--- src/rtl/snd_regs_pkg.sv ---
// Package: shared types, constants and helpers for the audio host registers.
// Assumes right-justified bus data and a 32-bit register width.
package snd_regs_pkg;

    localparam int unsigned DW     = 32;
    localparam int unsigned NCH    = 3;
    localparam int unsigned PAGE_W = 4;
    localparam int unsigned OFF_W  = 8;
    localparam int unsigned EFF_W  = OFF_W + PAGE_W;
    localparam int unsigned CODEC_W = 16;

    typedef enum logic [1:0] {
        SZ_BYTE = 2'd0,
        SZ_HALF = 2'd1,
        SZ_WORD = 2'd2,
        SZ_RSVD = 2'd3
    } acc_size_e;

    typedef enum logic [3:0] {
        RS_NONE,
        RS_CTRL,
        RS_STAT,
        RS_PAGE,
        RS_CODEC,
        RS_SCTRL,
        RS_LEGACY,
        RS_FADDR,
        RS_FCNT
    } reg_sel_e;

    // All-ones pattern for the given access width.
    function automatic logic [DW-1:0] width_fill(input acc_size_e sz);
        case (sz)
            SZ_BYTE: return 32'h0000_00FF;
            SZ_HALF: return 32'h0000_FFFF;
            default: return 32'hFFFF_FFFF;
        endcase
    endfunction

    // Replace only the lanes covered by an access of the given width.
    function automatic logic [DW-1:0] merge_lanes(input logic [DW-1:0] old_w,
                                                  input logic [DW-1:0] wd,
                                                  input acc_size_e     sz,
                                                  input logic [1:0]    lane);
        logic [DW-1:0] m;
        logic [DW-1:0] d;
        case (sz)
            SZ_BYTE: begin
                m = 32'h0000_00FF << {lane, 3'b000};
                d = {24'b0, wd[7:0]} << {lane, 3'b000};
            end
            SZ_HALF: begin
                m = 32'h0000_FFFF << {lane[1], 4'b0000};
                d = {16'b0, wd[15:0]} << {lane[1], 4'b0000};
            end
            default: begin
                m = '1;
                d = wd;
            end
        endcase
        return (old_w & ~m) | (d & m);
    endfunction

endpackage

--- src/rtl/snd_addr_map.sv ---
// Address decoder: applies the page redirect to offsets 0x30..0x3F and
// classifies the access into a register select with legal read/write flags.
// Assumes one access per cycle; purely combinational.
module snd_addr_map
    import snd_regs_pkg::*;
(
    input  logic [OFF_W-1:0]  bus_addr,
    input  acc_size_e         bus_size,
    input  logic [PAGE_W-1:0] page,
    output reg_sel_e          sel,
    output logic [1:0]        chan,
    output logic              rd_ok,
    output logic              wr_ok
);

    localparam logic [3:0] WIN_NIBBLE = 4'h3;

    logic [EFF_W-1:0] eff;
    logic [EFF_W-1:0] word_addr;
    logic             aligned;
    logic             is_b, is_h, is_w;

    // Build the effective address through the page window.
    always_comb begin
        if (bus_addr[OFF_W-1:4] == WIN_NIBBLE)
            eff = {page, bus_addr};
        else
            eff = {{PAGE_W{1'b0}}, bus_addr};
        word_addr = {eff[EFF_W-1:2], 2'b00};
    end

    // Width and alignment qualifiers.
    always_comb begin
        is_b = (bus_size == SZ_BYTE);
        is_h = (bus_size == SZ_HALF) && !eff[0];
        is_w = (bus_size == SZ_WORD) && (eff[1:0] == 2'b00);
        aligned = is_b || is_h || is_w;
    end

    // Register classification and per-width legality.
    always_comb begin
        sel   = RS_NONE;
        chan  = 2'd0;
        rd_ok = 1'b0;
        wr_ok = 1'b0;
        case (word_addr)
            12'h000: begin sel = RS_CTRL;  rd_ok = is_b || is_w; wr_ok = aligned; end
            12'h004: begin sel = RS_STAT;  rd_ok = is_b || is_w; end
            12'h00C: begin
                sel   = RS_PAGE;
                rd_ok = (is_b && eff[1:0] == 2'b00) || is_w;
                wr_ok = (is_b && eff[1:0] == 2'b00) || is_w;
            end
            12'h010: begin sel = RS_CODEC; rd_ok = is_w; wr_ok = is_h && !eff[1]; end
            12'h018: begin sel = RS_LEGACY; rd_ok = is_b && (eff[1:0] == 2'b11); end
            12'h020: begin sel = RS_SCTRL; rd_ok = is_w; wr_ok = aligned; end
            12'hC30: begin sel = RS_FADDR; chan = 2'd0; rd_ok = is_w; wr_ok = is_w; end
            12'hC38: begin sel = RS_FADDR; chan = 2'd1; rd_ok = is_w; wr_ok = is_w; end
            12'hD30: begin sel = RS_FADDR; chan = 2'd2; rd_ok = is_w; wr_ok = is_w; end
            12'hC34: begin sel = RS_FCNT;  chan = 2'd0; rd_ok = is_w || is_h; wr_ok = is_w; end
            12'hC3C: begin sel = RS_FCNT;  chan = 2'd1; rd_ok = is_w || is_h; wr_ok = is_w; end
            12'hD34: begin sel = RS_FCNT;  chan = 2'd2; rd_ok = is_w || is_h; wr_ok = is_w; end
            default: ;
        endcase
    end

endmodule

--- src/rtl/snd_irq_status.sv ---
// Pending-flag tracker: sets a channel flag on a done pulse while its enable
// is on, clears it when software drops the enable, and records the source.
// Assumes en_fall is a single-cycle mask derived from a control write.
module snd_irq_status
    import snd_regs_pkg::*;
#(
    parameter logic [1:0] SRC_RESET = 2'd3
) (
    input  logic           clk,
    input  logic           rst_n,
    input  logic [NCH-1:0] done,
    input  logic [NCH-1:0] en,
    input  logic [NCH-1:0] en_fall,
    output logic [NCH-1:0] pend,
    output logic [1:0]     src
);

    logic [NCH-1:0] set_v;
    logic [1:0]     src_next;

    // Gate done pulses by enable and pick the lowest-index setter.
    always_comb begin
        set_v    = done & en;
        src_next = src;
        for (int i = NCH - 1; i >= 0; i--) begin
            if (set_v[i]) src_next = 2'(i);
        end
    end

    // Pending flags and source field; a clear wins over a set.
    always_ff @(posedge clk) begin
        if (!rst_n) begin
            pend <= '0;
            src  <= SRC_RESET;
        end else begin
            pend <= (pend | set_v) & ~en_fall;
            src  <= src_next;
        end
    end

endmodule

--- src/rtl/snd_frame_bank.sv ---
// Per-channel frame address and frame count words, one pair per channel.
// Assumes the write strobes are already decoded and one-hot.
module snd_frame_bank
    import snd_regs_pkg::*;
(
    input  logic              clk,
    input  logic              rst_n,
    input  logic [NCH-1:0]    wr_addr,
    input  logic [NCH-1:0]    wr_cnt,
    input  logic [DW-1:0]     wdata,
    output logic [NCH*DW-1:0] faddr,
    output logic [NCH*DW-1:0] fcnt
);

    for (genvar g = 0; g < NCH; g++) begin : g_ch
        logic [DW-1:0] addr_q;
        logic [DW-1:0] cnt_q;

        // Hold the channel's frame words.
        always_ff @(posedge clk) begin
            if (!rst_n) begin
                addr_q <= '0;
                cnt_q  <= '0;
            end else begin
                if (wr_addr[g]) addr_q <= wdata;
                if (wr_cnt[g])  cnt_q  <= wdata;
            end
        end

        assign faddr[g*DW +: DW] = addr_q;
        assign fcnt[g*DW +: DW]  = cnt_q;
    end

endmodule

--- src/rtl/snd_host_regs.sv ---
// Top of the audio host register file: control, serial control, page and
// codec words, the status word with merged interrupt, and a registered read
// path. Assumes bus_rd and bus_wr are never high in the same cycle.
module snd_host_regs
    import snd_regs_pkg::*;
#(
    parameter logic [DW-1:0] CTRL_RESET = 32'h0000_0001,
    parameter logic [7:0]    LEGACY_VAL = 8'h05,
    parameter int unsigned   EN_BASE    = 8
) (
    input  logic              clk,
    input  logic              rst_n,
    input  logic [7:0]        bus_addr,
    input  logic [1:0]        bus_size,
    input  logic [31:0]       bus_wdata,
    input  logic              bus_wr,
    input  logic              bus_rd,
    output logic [31:0]       rd_data,
    output logic              rd_valid,
    input  logic [2:0]        chan_done,
    output logic              irq_out,
    output logic [31:0]       ctrl_o,
    output logic [31:0]       sctrl_o,
    output logic [95:0]       frame_addr_o,
    output logic [95:0]       frame_cnt_o
);

    acc_size_e           size_e;
    reg_sel_e            sel;
    logic [1:0]          chan;
    logic                rd_ok, wr_ok, wr_go;
    logic [DW-1:0]       ctrl_q, sctrl_q, sctrl_next;
    logic [PAGE_W-1:0]   page_q;
    logic [CODEC_W-1:0]  codec_q;
    logic [NCH-1:0]      pend_vec, en_vec, en_fall;
    logic [1:0]          src;
    logic [DW-1:0]       stat_w;
    logic [NCH-1:0]      wr_faddr, wr_fcnt;
    logic [DW-1:0]       raw, rd_next;

    assign size_e = acc_size_e'(bus_size);
    assign wr_go  = bus_wr && wr_ok;

    snd_addr_map u_map (
        .bus_addr (bus_addr),
        .bus_size (size_e),
        .page     (page_q),
        .sel      (sel),
        .chan     (chan),
        .rd_ok    (rd_ok),
        .wr_ok    (wr_ok)
    );

    // Next serial-control value and the enables it would drop.
    always_comb begin
        sctrl_next = merge_lanes(sctrl_q, bus_wdata, size_e, bus_addr[1:0]);
        en_vec     = sctrl_q[EN_BASE +: NCH];
        en_fall    = '0;
        if (wr_go && sel == RS_SCTRL)
            en_fall = en_vec & ~sctrl_next[EN_BASE +: NCH];
    end

    // Host-written configuration words.
    always_ff @(posedge clk) begin
        if (!rst_n) begin
            ctrl_q  <= CTRL_RESET;
            sctrl_q <= '0;
            page_q  <= '0;
            codec_q <= '0;
        end else if (wr_go) begin
            case (sel)
                RS_CTRL:  ctrl_q  <= merge_lanes(ctrl_q, bus_wdata, size_e, bus_addr[1:0]);
                RS_SCTRL: sctrl_q <= sctrl_next;
                RS_PAGE:  page_q  <= bus_wdata[PAGE_W-1:0];
                RS_CODEC: codec_q <= bus_wdata[CODEC_W-1:0];
                default:  ;
            endcase
        end
    end

    snd_irq_status u_irq (
        .clk     (clk),
        .rst_n   (rst_n),
        .done    (chan_done),
        .en      (en_vec),
        .en_fall (en_fall),
        .pend    (pend_vec),
        .src     (src)
    );

    // Decode one-hot frame-word write strobes.
    always_comb begin
        wr_faddr = '0;
        wr_fcnt  = '0;
        if (wr_go && sel == RS_FADDR) wr_faddr[chan] = 1'b1;
        if (wr_go && sel == RS_FCNT)  wr_fcnt[chan]  = 1'b1;
    end

    snd_frame_bank u_frames (
        .clk     (clk),
        .rst_n   (rst_n),
        .wr_addr (wr_faddr),
        .wr_cnt  (wr_fcnt),
        .wdata   (bus_wdata),
        .faddr   (frame_addr_o),
        .fcnt    (frame_cnt_o)
    );

    // Status word: summary bit, source field, flags in channel-reversed order.
    assign stat_w = {|pend_vec, 24'b0, src, 2'b00, pend_vec[0], pend_vec[1], pend_vec[2]};

    // Read multiplexer with lane shift and width fill.
    always_comb begin
        case (sel)
            RS_CTRL:  raw = ctrl_q;
            RS_STAT:  raw = stat_w;
            RS_PAGE:  raw = {{(DW-PAGE_W){1'b0}}, page_q};
            RS_CODEC: raw = {{(DW-CODEC_W){1'b0}}, codec_q};
            RS_SCTRL: raw = sctrl_q;
            RS_FADDR: raw = frame_addr_o[chan*DW +: DW];
            RS_FCNT:  raw = frame_cnt_o[chan*DW +: DW];
            default:  raw = '0;
        endcase
        if (!rd_ok)
            rd_next = width_fill(size_e);
        else if (sel == RS_LEGACY)
            rd_next = {24'b0, LEGACY_VAL};
        else
            rd_next = (raw >> {bus_addr[1:0], 3'b000}) & width_fill(size_e);
    end

    // Registered read return, one cycle after the strobe.
    always_ff @(posedge clk) begin
        if (!rst_n) begin
            rd_valid <= 1'b0;
            rd_data  <= '0;
        end else begin
            rd_valid <= bus_rd;
            if (bus_rd) rd_data <= rd_next;
        end
    end

    assign irq_out = |pend_vec;
    assign ctrl_o  = ctrl_q;
    assign sctrl_o = sctrl_q;

endmodule

--- config.mk ---
export PLATFORM = sky130hd
export DESIGN_NAME = snd_host_regs
export DESIGN_NICKNAME = d
export VERILOG_FILES = /design/src/rtl/snd_regs_pkg.sv /design/src/rtl/snd_addr_map.sv /design/src/rtl/snd_irq_status.sv /design/src/rtl/snd_frame_bank.sv /design/src/rtl/snd_host_regs.sv
export SDC_FILE = /design/constraint.sdc
export NUM_CORES = 1
export LEC_CHECK = 0
export BUFFER_PORTS_ARGS = -buffer_cell sky130_fd_sc_hd__buf_2
export CORE_MARGIN = 2
export CORE_UTILIZATION = 50
export DETAILED_ROUTE_END_ITERATION = 6
export GPL_TIMING_DRIVEN = 1
export HOLD_SLACK_MARGIN = 0.12
export PLACE_DENSITY = 0.74
export RECOVER_POWER = 50
export SYNTH_ARGS = -nofsm -noshare
export SYNTH_HDL_FRONTEND = slang
export SYNTH_HIERARCHICAL = 1
export SYNTH_SLANG_ARGS = --single-unit
export TNS_END_PERCENT = 30
--- constraint.sdc ---
create_clock -name clk -period 5.56 [get_ports clk]
set_input_delay 1.39 -clock clk [delete_from_list [all_inputs] [get_ports clk]]
set_output_delay 1.39 -clock clk [all_outputs]
set_load 0.02 [all_outputs]
### Word level (Yosys, flattened, before mapping)

Index checks and enable logic that the tools add are counted.
Widths: inputs -> output; s select.

* bits in writable memories: 0
* output and inout port bits: 290
* bits in registers: 314
* bits of input ports: 49
* memory bits (read-only): 0
* latch bits: 0
* memories: 0

* magnitude comparators: 2
* reductions and logical operators: 34
* add/sub/neg operators: 0
* equal/unequal tests: 23
* $mul: 0
* shifts and indexed selects: 7
* div/mod/pow operators: 0
* muxes and demuxes: 27
* bitwise logic cells: 15

Operator list (number)
* $mux 32: 10
* $pmux 32 s7: 1
* $pmux 32 s2: 3
* $shiftx 96x8->32: 2
* $and 32x32->32: 5
* $not 32->32: 2
* $or 32x32->32: 2
* $eq 10x10->1 const B: 6
* $pmux 4 s8: 1
* $shl 16x5->32: 1
* $shl 16x5->32 const A: 1
* $shl 8x5->32: 1
* $shl 8x5->32 const A: 1
* $shr 32x5->32: 1
* $eq 10x3->1 const B: 2
* $eq 4x3->1 const B: 4
* $eq 4x2->1 const B: 3
* $logic_not 12->1: 1
* $mux 12: 1
* $eq 10x1->1 const B: 1
* $eq 10x2->1 const B: 1
* $eq 10x4->1 const B: 1
* $logic_and 1x1->1: 10
* $and 3x3->3: 3
* 24 further kinds: 44

### Longest topological paths before layout

Gate-level depths: netlist of the first run.

* word-level depth: 13
* depth in mapped cells: 16
* gate-level depth less buffers: 10

### Modules after synthesis

Netlist of the first run, hierarchy kept.

Modules (own cells, without submodules)
* snd_host_regs: cells each 939, area each 7549.7 um^2, times used 1, sequential area each 2342.2 um^2
* snd_frame_bank: cells each 621, area each 7498.4 um^2, times used 1, sequential area each 3843.7 um^2
* snd_addr_map: cells each 45, area each 324.1 um^2, times used 1, sequential area each 0.0 um^2
* snd_irq_status: cells each 19, area each 193.9 um^2, times used 1, sequential area each 100.1 um^2

### Least setup slack after synthesis of the first run

No wires, ideal clock.

* kind: input-to-reg
* from: in bus_addr[4]
* to: reg rd_data[0]
* data required time: 5.438 ns
* library setup time: 0.122 ns
* path buffers: 4
* setup slack: 1.115 ns
* arrival: 4.323 ns
* stages: 13
* cell sequence: buf_6 > or3b_1 > or2_2 > nor3b_1 > or4b_1 > buf_4 > buf_6 > buf_2 > nand3_1 > nand3_1 > o21ai_0 > mux2i_1 > o311a_1

* longest elaborated chain between the ends: 11
* elaborated cells on any way between the ends: 38
* classes of those cells: eq/ne: 20; shift: 3; mux: 7; bitwise: 1; reduce/logical: 7

RTL lines
* start, declared: line snd_host_regs.sv:13 `input logic [7:0] bus_addr,`
* $eq 4x2->1: line snd_addr_map.sv:25 `if (bus_addr[OFF_W-1:4] == WIN_NIBBLE)`
* $mux 12 *: line snd_addr_map.sv:25
* $eq 10x10->1: line snd_addr_map.sv:46 `case (word_addr)`
* $reduce_or 3->1 (no source line)
* $pmux 4 s8 *: line snd_addr_map.sv:46
* named net sel[3]: line snd_host_regs.sv:29 `reg_sel_e sel;`
* $eq 4x4->1, or another cell as far along: line snd_host_regs.sv:114 `case (sel)`
* $pmux 32 s7: line snd_host_regs.sv:114
* $shr 32x5->32: line snd_host_regs.sv:129 `rd_next = (raw >> {bus_addr[1:0], 3'b000}) & width_fill(size_e);`
* $and 32x32->32: line snd_host_regs.sv:129
* $mux 32 *: line snd_host_regs.sv:126 `else if (sel == RS_LEGACY)`
* $mux 32 *: line snd_host_regs.sv:124 `if (!rd_ok)`
* end signal, assigned: line snd_host_regs.sv:139 `if (bus_rd) rd_data <= rd_next;`
* end, declared: line snd_host_regs.sv:18 `output logic [31:0] rd_data,`

The timed path passes the listed nets; every way through them passes the cells marked *.
A chain may end at the register's enable or synchronous reset.

### Worst setup path in the final report of the first run

* from: in bus_addr[4]
* to: reg rd_data[7]

Same word-level chain as after synthesis.

==> reports/metrics.csv, run 1 <==
stage,metric,value,unit
setup_path,cell-by-cell trace of the critical path,"buf_2, or3b_1, or2_2, nor3b_2, and4b_1, o21ai_1, o221ai_1, nor3_1, a22oi_1, o211a_1",
timing,number of pins exceeding their max-slew limit in the final report,222,
drt,Routed met2 length,27.4,mm
logic_synthesis,Netlist Area Pre-Place,15600,um2
hold_path,class of the most critical hold timing path,reg2reg,
drt,DRT met1 WL,23.7,mm
drt,number of DRC violations after detailed-routing iteration 0,1650,
placed_design,number of buffer cells added on primary ports,338,
setup_path,CP startpoint kind,primary input,
setup_path,arrival time of the worst setup path,5.57,ns
cells_and_area,Antenna diodes,0,
die,initial core utilization,50.9,%
power,part of the total power dissipated in combinational logic,6.0,%
power,ratio of total power to cell area,272,nW/um2
placed_design,HPWL after detailed placement,43.8,mm
logic_synthesis,proportion of register bits with asynchronous set or reset after synthesis,0,%
die,Cell Rows,64,
setup_path,Critical Setup Path Class,in2reg,
placed_design,area post-placement,17400,um2
timing,total of endpoints with negative setup slack in the final report,0,
cts,TritonCTS clock tree,yes,
drt,met3 WL,5.79,mm
cells_and_area,P&R area growth vs syn,16.7,%
cts,clock tree root buffer cell,clkbuf_16,
logic_synthesis,count of different cell masters after synthesis,85,
timing,time the worst path needs with I/O delays and setup,5.15,ns
power,IR Drop Worst-Case VDD,0.000267,V
logic_synthesis,part of the Yosys area used for sequential elements,40.4,%
timing,Final Cycle Share,92.6,%
power,internal power,3.75,mW
timing,Slew HR,-55.9,%
status,result of the run,"complete, but fails checks",
die,Core Region,30600,um2
cts,TritonCTS Sinks,314,
setup_path,Critical Path Slowest Stage Cell,o21ai_1,
logic_synthesis,average instance area after synthesis,9.59,um2
cts,clock slew at the register clock pins of the worst setup and hold paths,0.06,ns
logic_synthesis,total nets after synthesis,1673,
cells_and_area,number of nets at the end of the flow,1967,
setup_path,total buffers and inverters traversed by the critical path,1,
status,failing checks,"DRC, capacitance limit, slew limit",
setup_path,"Max FO, Critical Path",10,
grt,All-Layer GR Usage,36.1,%
die,area of the die,32600,um2
timing,clock tree skew after final layout,0.0152,ns
drt,residual antenna-violating net count after detailed routing,0,
cts,# hold bufs at CTS,0,
grt,number of antenna violations at the first check in global routing,0,
power,switching component of the power,1.19,mW
cells_and_area,Post-Layout Inst Area,18200,um2
flow_run,max cap viols,2,
cts,number of buffers created by CTS,35,
timing,Final Hold Violating Endpoints,0,
drt,first-pass iteration count of the detailed router,7,
grt,largest net degree at the start of global routing,125,
drt,average vias per placed instance,6.26,
timing,transition time at the pin with the least slew margin,2.34,ns
grt,global-route wire length before repair,90.1,mm
placed_design,placed cell count,2277,
drt,drt drc,9,
logic_synthesis,count of warnings emitted by yosys,6,
drt,Routed Wire Length,60.6,mm
cts,H-tree depth,2,
setup_path,top cell family by delay on the critical path,simple AND/OR/NAND/NOR gates,
setup_path,Critical Path Sink Type,register,
logic_synthesis,top flip-flop cell by instance count after synthesis,dfxtp_1,
logic_synthesis,Yosys reg bits,314,
logic_synthesis,Post-synth EDFFs,0,
cells_and_area,share of post-route cells with drive strength above 1,10.1,%
cts,latest clock arrival within the worst-skew pair,0.54,ns
drt,average wire per cell in the routed design,25.9,um
power,sequential group share of total power,46.2,%
cells_and_area,post-route non-filler standard cell count,2339,
power,sw frac,24.1,%
timing,max frequency,0.194,GHz
placed_design,global placer's final weighted congestion,0.997,
power,leakage power,6.51,nW
power,power share of the clock group,47.8,%
die,number of top-level design ports,339,
timing,Worst Hold Slack,0.460,ns
logic_synthesis,Synth Instances,1624,
cts,post-cts sizing count,0,
die,width of the die,180,um
timing,final total negative setup slack,0,ns
setup_path,"Req. time, crit path",5.98,ns
grt,number of global-route vias before repair,13800,
cells_and_area,number of fill cells in the layout,2852,
drt,top routing layer used,met4,
grt,total congestion overflow,0,
die,height of the chip,180,um
drt,total number of vias,14600,
setup_path,critical path's largest stage delay,1.03,ns
cts,Clock Tree Buf Depth,3,
cts,post-CTS setup buffer count,0,
timing,RSZ-0062 raised after global routing,no,
-- cells in the mapped netlist, types with 4 or more instances --
library cell | count | area share [%]
nor3b_1 | 5 | 0.24
o21a_1 | 11 | 0.53
buf_12 | 18 | 2.3
a22oi_1 | 37 | 1.8
buf_6 | 11 | 0.80
inv_1 | 9 | 0.22
clkbuf_1 | 54 | 1.3
a211oi_1 | 8 | 0.39
o211a_1 | 53 | 3.4
o311a_1 | 5 | 0.32
and2_1 | 9 | 0.36
a22o_1 | 9 | 0.51
mux2i_1 | 261 | 17
o211ai_1 | 7 | 0.34
o22ai_1 | 7 | 0.28
buf_2 | 37 | 1.2
o221a_2 | 7 | 0.51
mux2_2 | 5 | 0.36
nor4_1 | 6 | 0.24
mux4_2 | 5 | 0.72
dfxtp_1 | 314 | 40
nor3_1 | 16 | 0.51
nor4bb_1 | 4 | 0.26
buf_1 | 6 | 0.14
nand4_1 | 5 | 0.20
or2_2 | 4 | 0.16
nor2b_1 | 218 | 8.8
o21ai_1 | 8 | 0.26
a222oi_1 | 9 | 0.58
a21boi_0 | 15 | 0.72
a21oi_1 | 43 | 1.4
nand4b_1 | 4 | 0.23
nor2_1 | 37 | 0.89
a221oi_1 | 7 | 0.39
and3_1 | 6 | 0.24
nand2_1 | 189 | 4.6
a21o_1 | 4 | 0.19
o221ai_1 | 6 | 0.34
o21ai_0 | 58 | 1.9
a31oi_1 | 19 | 0.76
nand3_1 | 25 | 0.80
-- worst paths after layout --
| check | startpoint | end | slack [ns] | cells past startpoint |
|---|---|---|---|---|
| min | codec_q[11]$_SDFFE_PN0P_ | codec_q[11]$_SDFFE_PN0P_ | 0.46 | 2 |
| max | bus_addr[4] | rd_data[7]$_SDFFE_PN0P_ | 0.41 | 10 |
| max reg2reg | page_q[0]$_SDFFE_PN0P_ | rd_data[7]$_SDFFE_PN0P_ | 1.14 | 11 |
| min reg2reg | codec_q[11]$_SDFFE_PN0P_ | codec_q[11]$_SDFFE_PN0P_ | 0.46 | 2 |
-- through the flow --
stage          util [%]  power, mW  setup WS (ns)
2_1_floorplan         -       2.48           1.12
3_3_place_gp       56.9       2.62         0.0951
3_5_place_dp       56.9       2.62       -0.00709
4_1_cts            60.7       4.95          0.555
5_1_grt            59.4       5.07          0.209
6_report           59.4       4.95          0.412
-- routing by layer --
metal | track usage [%] | vias up
met5 | 0 | -
met2 | 57.0 | 878
li1 | - | 6420
met1 | 46.9 | 7161
met4 | 18.7 | 0
met3 | 6.93 | 178
-- power groups by stage --
stage | registers, mW | logic, mW | clock network, mW
floorplan | 2.35 | 0.135 | 0
global placement | 2.34 | 0.288 | 0
detailed placement | 2.33 | 0.288 | 0
CTS | 2.29 | 0.289 | 2.38
global route | 2.29 | 0.308 | 2.48
finish | 2.29 | 0.295 | 2.37
-- tightest hold or removal path, delay by kind of cell (launching register included) --
family / cells / cell delay (ns)
AOI/OAI and AO/OA: 1 / 0.05
DFF: 1 / 0.31
and+or+nand+nor: 1 / 0.05
-- area by class of cell --
cell class | count | area (um2) | area share [%]
flip-flops and latches | 314 | 6290 | 34.6
clock buffers | 49 | 988 | 5.44
clock inverters | 13 | 180 | 0.992
well taps | 396 | 495 | 2.73
repair buffers | 387 | 1790 | 9.86
inverters | 9 | 33.8 | 0.186
multi-input cells | 1171 | 8390 | 46.2
-- kinds of logic (layout without fill, tap and decap cells) --
kind of cell / count (synthesis) / after routing / synth area share [%]
compound gates: 340 / 340 / 16.3
buf+inv: 139 / 458 / 6.14
simple gates: 559 / 559 / 19.3
xor+xnor: 1 / 1 / 0.0563
mux: 271 / 271 / 17.9
flops: 314 / 314 / 40.4
-- cells in the final DEF (no fill, tap or decap), types with 7 or more instances in the layout --
cell type	instances
clkbuf_1	298
o221a_2	7
a21oi_1	43
clkbuf_16	35
nand2_1	189
o21a_1	11
inv_1	9
o221ai_1	7
o211a_1	53
a21boi_0	15
buf_12	8
nand3_1	25
o22ai_1	7
a222oi_1	9
buf_2	47
o21ai_1	9
mux2i_1	261
dfxtp_1	314
nor2b_1	218
a31oi_1	19
a22oi_1	37
o21ai_0	57
nor3_1	15
and2_1	9
nor2_1	31
o211ai_1	7
a211oi_1	8
buf_4	39
a22o_1	9
a221oi_1	7
(Power assumes the default switching activity.)
==> run 2: changes to the inputs <==
- CELL_PAD_IN_SITES_DETAIL_PLACEMENT: not set -> 2
- CELL_PAD_IN_SITES_GLOBAL_PLACEMENT: not set -> 2
- CORE_UTILIZATION: 50 -> 34
- PLACE_DENSITY: 0.74 -> not set
- PLACE_DENSITY_LB_ADDON: not set -> 0.1
==> run 2 against run 1 <==
The run ends with capacitance limit, slew limit left. Die area grew 46%. Combinational power up 6.8%. Final area is 2.2% higher. First-iteration DRC count is 30% lower. Maximum frequency is 0.73% lower. Via count shrank 0.27%. Worst setup slack worse by 0.038 ns. Utilization fell by 18 points. Non-clock buffer count grew 13. Critical path type unchanged. Critical endpoint is now u_frames/g_ch[2].cnt_q[22]$_SDFFE_PN0P_.
==> reports/metrics.csv, run 2 (synthesis gave the netlist of run 1 again) <==
stage,metric,value,unit
grt,met2 routing resource usage after global routing,52.2,%
setup_path,Critical Setup Path Class,in2reg,
cts,post-CTS setup buffer count,0,
timing,max frequency,0.193,GHz
drt,average wire per cell in the routed design,29.7,um
grt,global-route wire length before repair,108,mm
setup_path,Critical Path Sink Type,register,
cells_and_area,Post-Layout Inst Area,18600,um2
timing,number of pins exceeding their max-slew limit in the final report,152,
die,initial core utilization,34.4,%
grt,GRT Max-Usage Layer,met2,
cells_and_area,"commonest cells after routing, fill and taps aside","dfxtp_1, clkbuf_1, mux2i_1",
cells_and_area,share of the core filled with cells in the final layout,41.0,%
grt,All-Layer GR Usage,31.2,%
timing,clock tree skew after final layout,0.0171,ns
cells_and_area,post-route non-filler standard cell count,2561,
drt,drt drc,0,
setup_path,"Req. time, crit path",6.01,ns
die,Core Region,45300,um2
grt,met1 Track Usage GR,40.7,%
timing,Final Hold Violating Endpoints,0,
timing,transition time at the pin with the least slew margin,2.47,ns
timing,total of endpoints with negative setup slack in the final report,0,
placed_design,global placer's final weighted congestion,0.888,
drt,number of DRC violations after detailed-routing iteration 0,1149,
drt,Routed Wire Length,76.1,mm
drt,total number of vias,14600,
die,width of the die,218,um
cells_and_area,share of post-route cells with drive strength above 1,10.6,%
drt,first-pass iteration count of the detailed router,7,
placed_design,placed cell count,2494,
placed_design,HPWL after detailed placement,56.0,mm
timing,Slew HR,-64.8,%
die,Cell Rows,78,
cts,Clock Tree Buf Depth,3,
grt,met3 capacity usage during global routing,4.84,%
cells_and_area,number of nets at the end of the flow,1983,
cts,latest clock arrival within the worst-skew pair,0.57,ns
die,height of the chip,218,um
power,total power,5.18,mW
placed_design,worst-case setup slack after placement,0.187,ns
flow_run,max cap viols,2,
die,number of top-level design ports,339,
drt,average vias per placed instance,5.70,
grt,total congestion overflow,0,
drt,residual antenna-violating net count after detailed routing,0,
cts,clock slew at the register clock pins of the worst setup and hold paths,0.06,ns
setup_path,"Max FO, Critical Path",29,
timing,Worst Hold Slack,0.462,ns
setup_path,CP startpoint kind,primary input,
placed_design,number of buffer cells added on primary ports,338,
die,area of the die,47500,um2
cts,clock tree root buffer cell,clkbuf_16,
timing,time the worst path needs with I/O delays and setup,5.19,ns
timing,setup ws final,0.374,ns
cts,TritonCTS Sinks,314,
placed_design,area post-placement,17700,um2
setup_path,arrival time of the worst setup path,5.63,ns
cts,number of buffers created by CTS,38,
cells_and_area,P&R area growth vs syn,19.3,%
status,failing checks,"capacitance limit, slew limit",
grt,largest net degree at the start of global routing,134,
power,IR Drop Worst-Case VDD,0.000237,V
power,leakage power,6.61,nW
cts,# hold bufs at CTS,0,
cts,H-tree depth,2,
timing,final total negative setup slack,0,ns
hold_path,class of the most critical hold timing path,reg2reg,
timing,RSZ-0062 raised after global routing,no,
status,result of the run,"complete, but fails checks",
cts,TritonCTS clock tree,yes,
grt,number of global-route vias before repair,15200,
grt,number of antenna violations at the first check in global routing,2,
cts,post-cts sizing count,0,
cells_and_area,"leading cell type in the layout, fill and taps excluded",dfxtp_1,
timing,Final Cycle Share,93.3,%
power,ratio of total power to cell area,279,nW/um2
-- run 2: cell count changes in the layout (fill, tap and decap cells not counted), moves of 2 or more --
cell,delta
clkbuf_16,+4
clkbuf_8,+2
buf_4,+16
clkbuf_1,+6
clkbuf_2,-2
buf_12,-3
clkinv_8,-2
clkinv_2,-2
-- run 2: critical path, stage by stage --
cell	delay (ns)
clkbuf_1	1.24
or4b_1	0.58
inv_1	0.09
a211o_1	0.12
and2_0	0.34
nand2_1	0.26
nor2_1	0.84
buf_12	0.35
mux2i_1	0.30
nor2b_1	0.08
-- run 2: final timing paths --
kind / from / end / slack (ns) / cells past startpoint
worst min-delay path: codec_q[10]$_SDFFE_PN0P_ / codec_q[10]$_SDFFE_PN0P_ / 0.46 / 2
worst max register to register: page_q[0]$_SDFFE_PN0P_ / rd_data[19]$_SDFFE_PN0P_ / 1.23 / 10
worst max-delay path: bus_size[1] / u_frames/g_ch[2].cnt_q[22]$_SDFFE_PN0P_ / 0.37 / 10
worst min register to register: codec_q[10]$_SDFFE_PN0P_ / codec_q[10]$_SDFFE_PN0P_ / 0.46 / 2
-- run 2: area by class of cell --
cell class / instances / area [um2]
diodes: 1 / 2.50
clock buffers: 58 / 1130
clock inverters: 8 / 119
fillers: 5090 / 26700
inverters: 9 / 33.8
multi-input cells: 1171 / 8400
flip-flops and latches: 314 / 6290
well taps: 600 / 751
repair buffers: 400 / 1850
-- run 2: report_power, final --
group / internal (mW) / switching [mW] / total [mW]
clock network: 1.53 / 1.04 / 2.58
registers: 2.27 / 0.0184 / 2.29
logic: 0.0932 / 0.222 / 0.315
total: 3.89 / 1.28 / 5.18
-- run 2: routing by layer --
metal  share of wire [%]  vias to the layer above
met5                   0                        -
met4                 3.3                        0
met3                 5.4                      115
met2                  48                      497
met1                  44                     7537
li1                    -                     6448
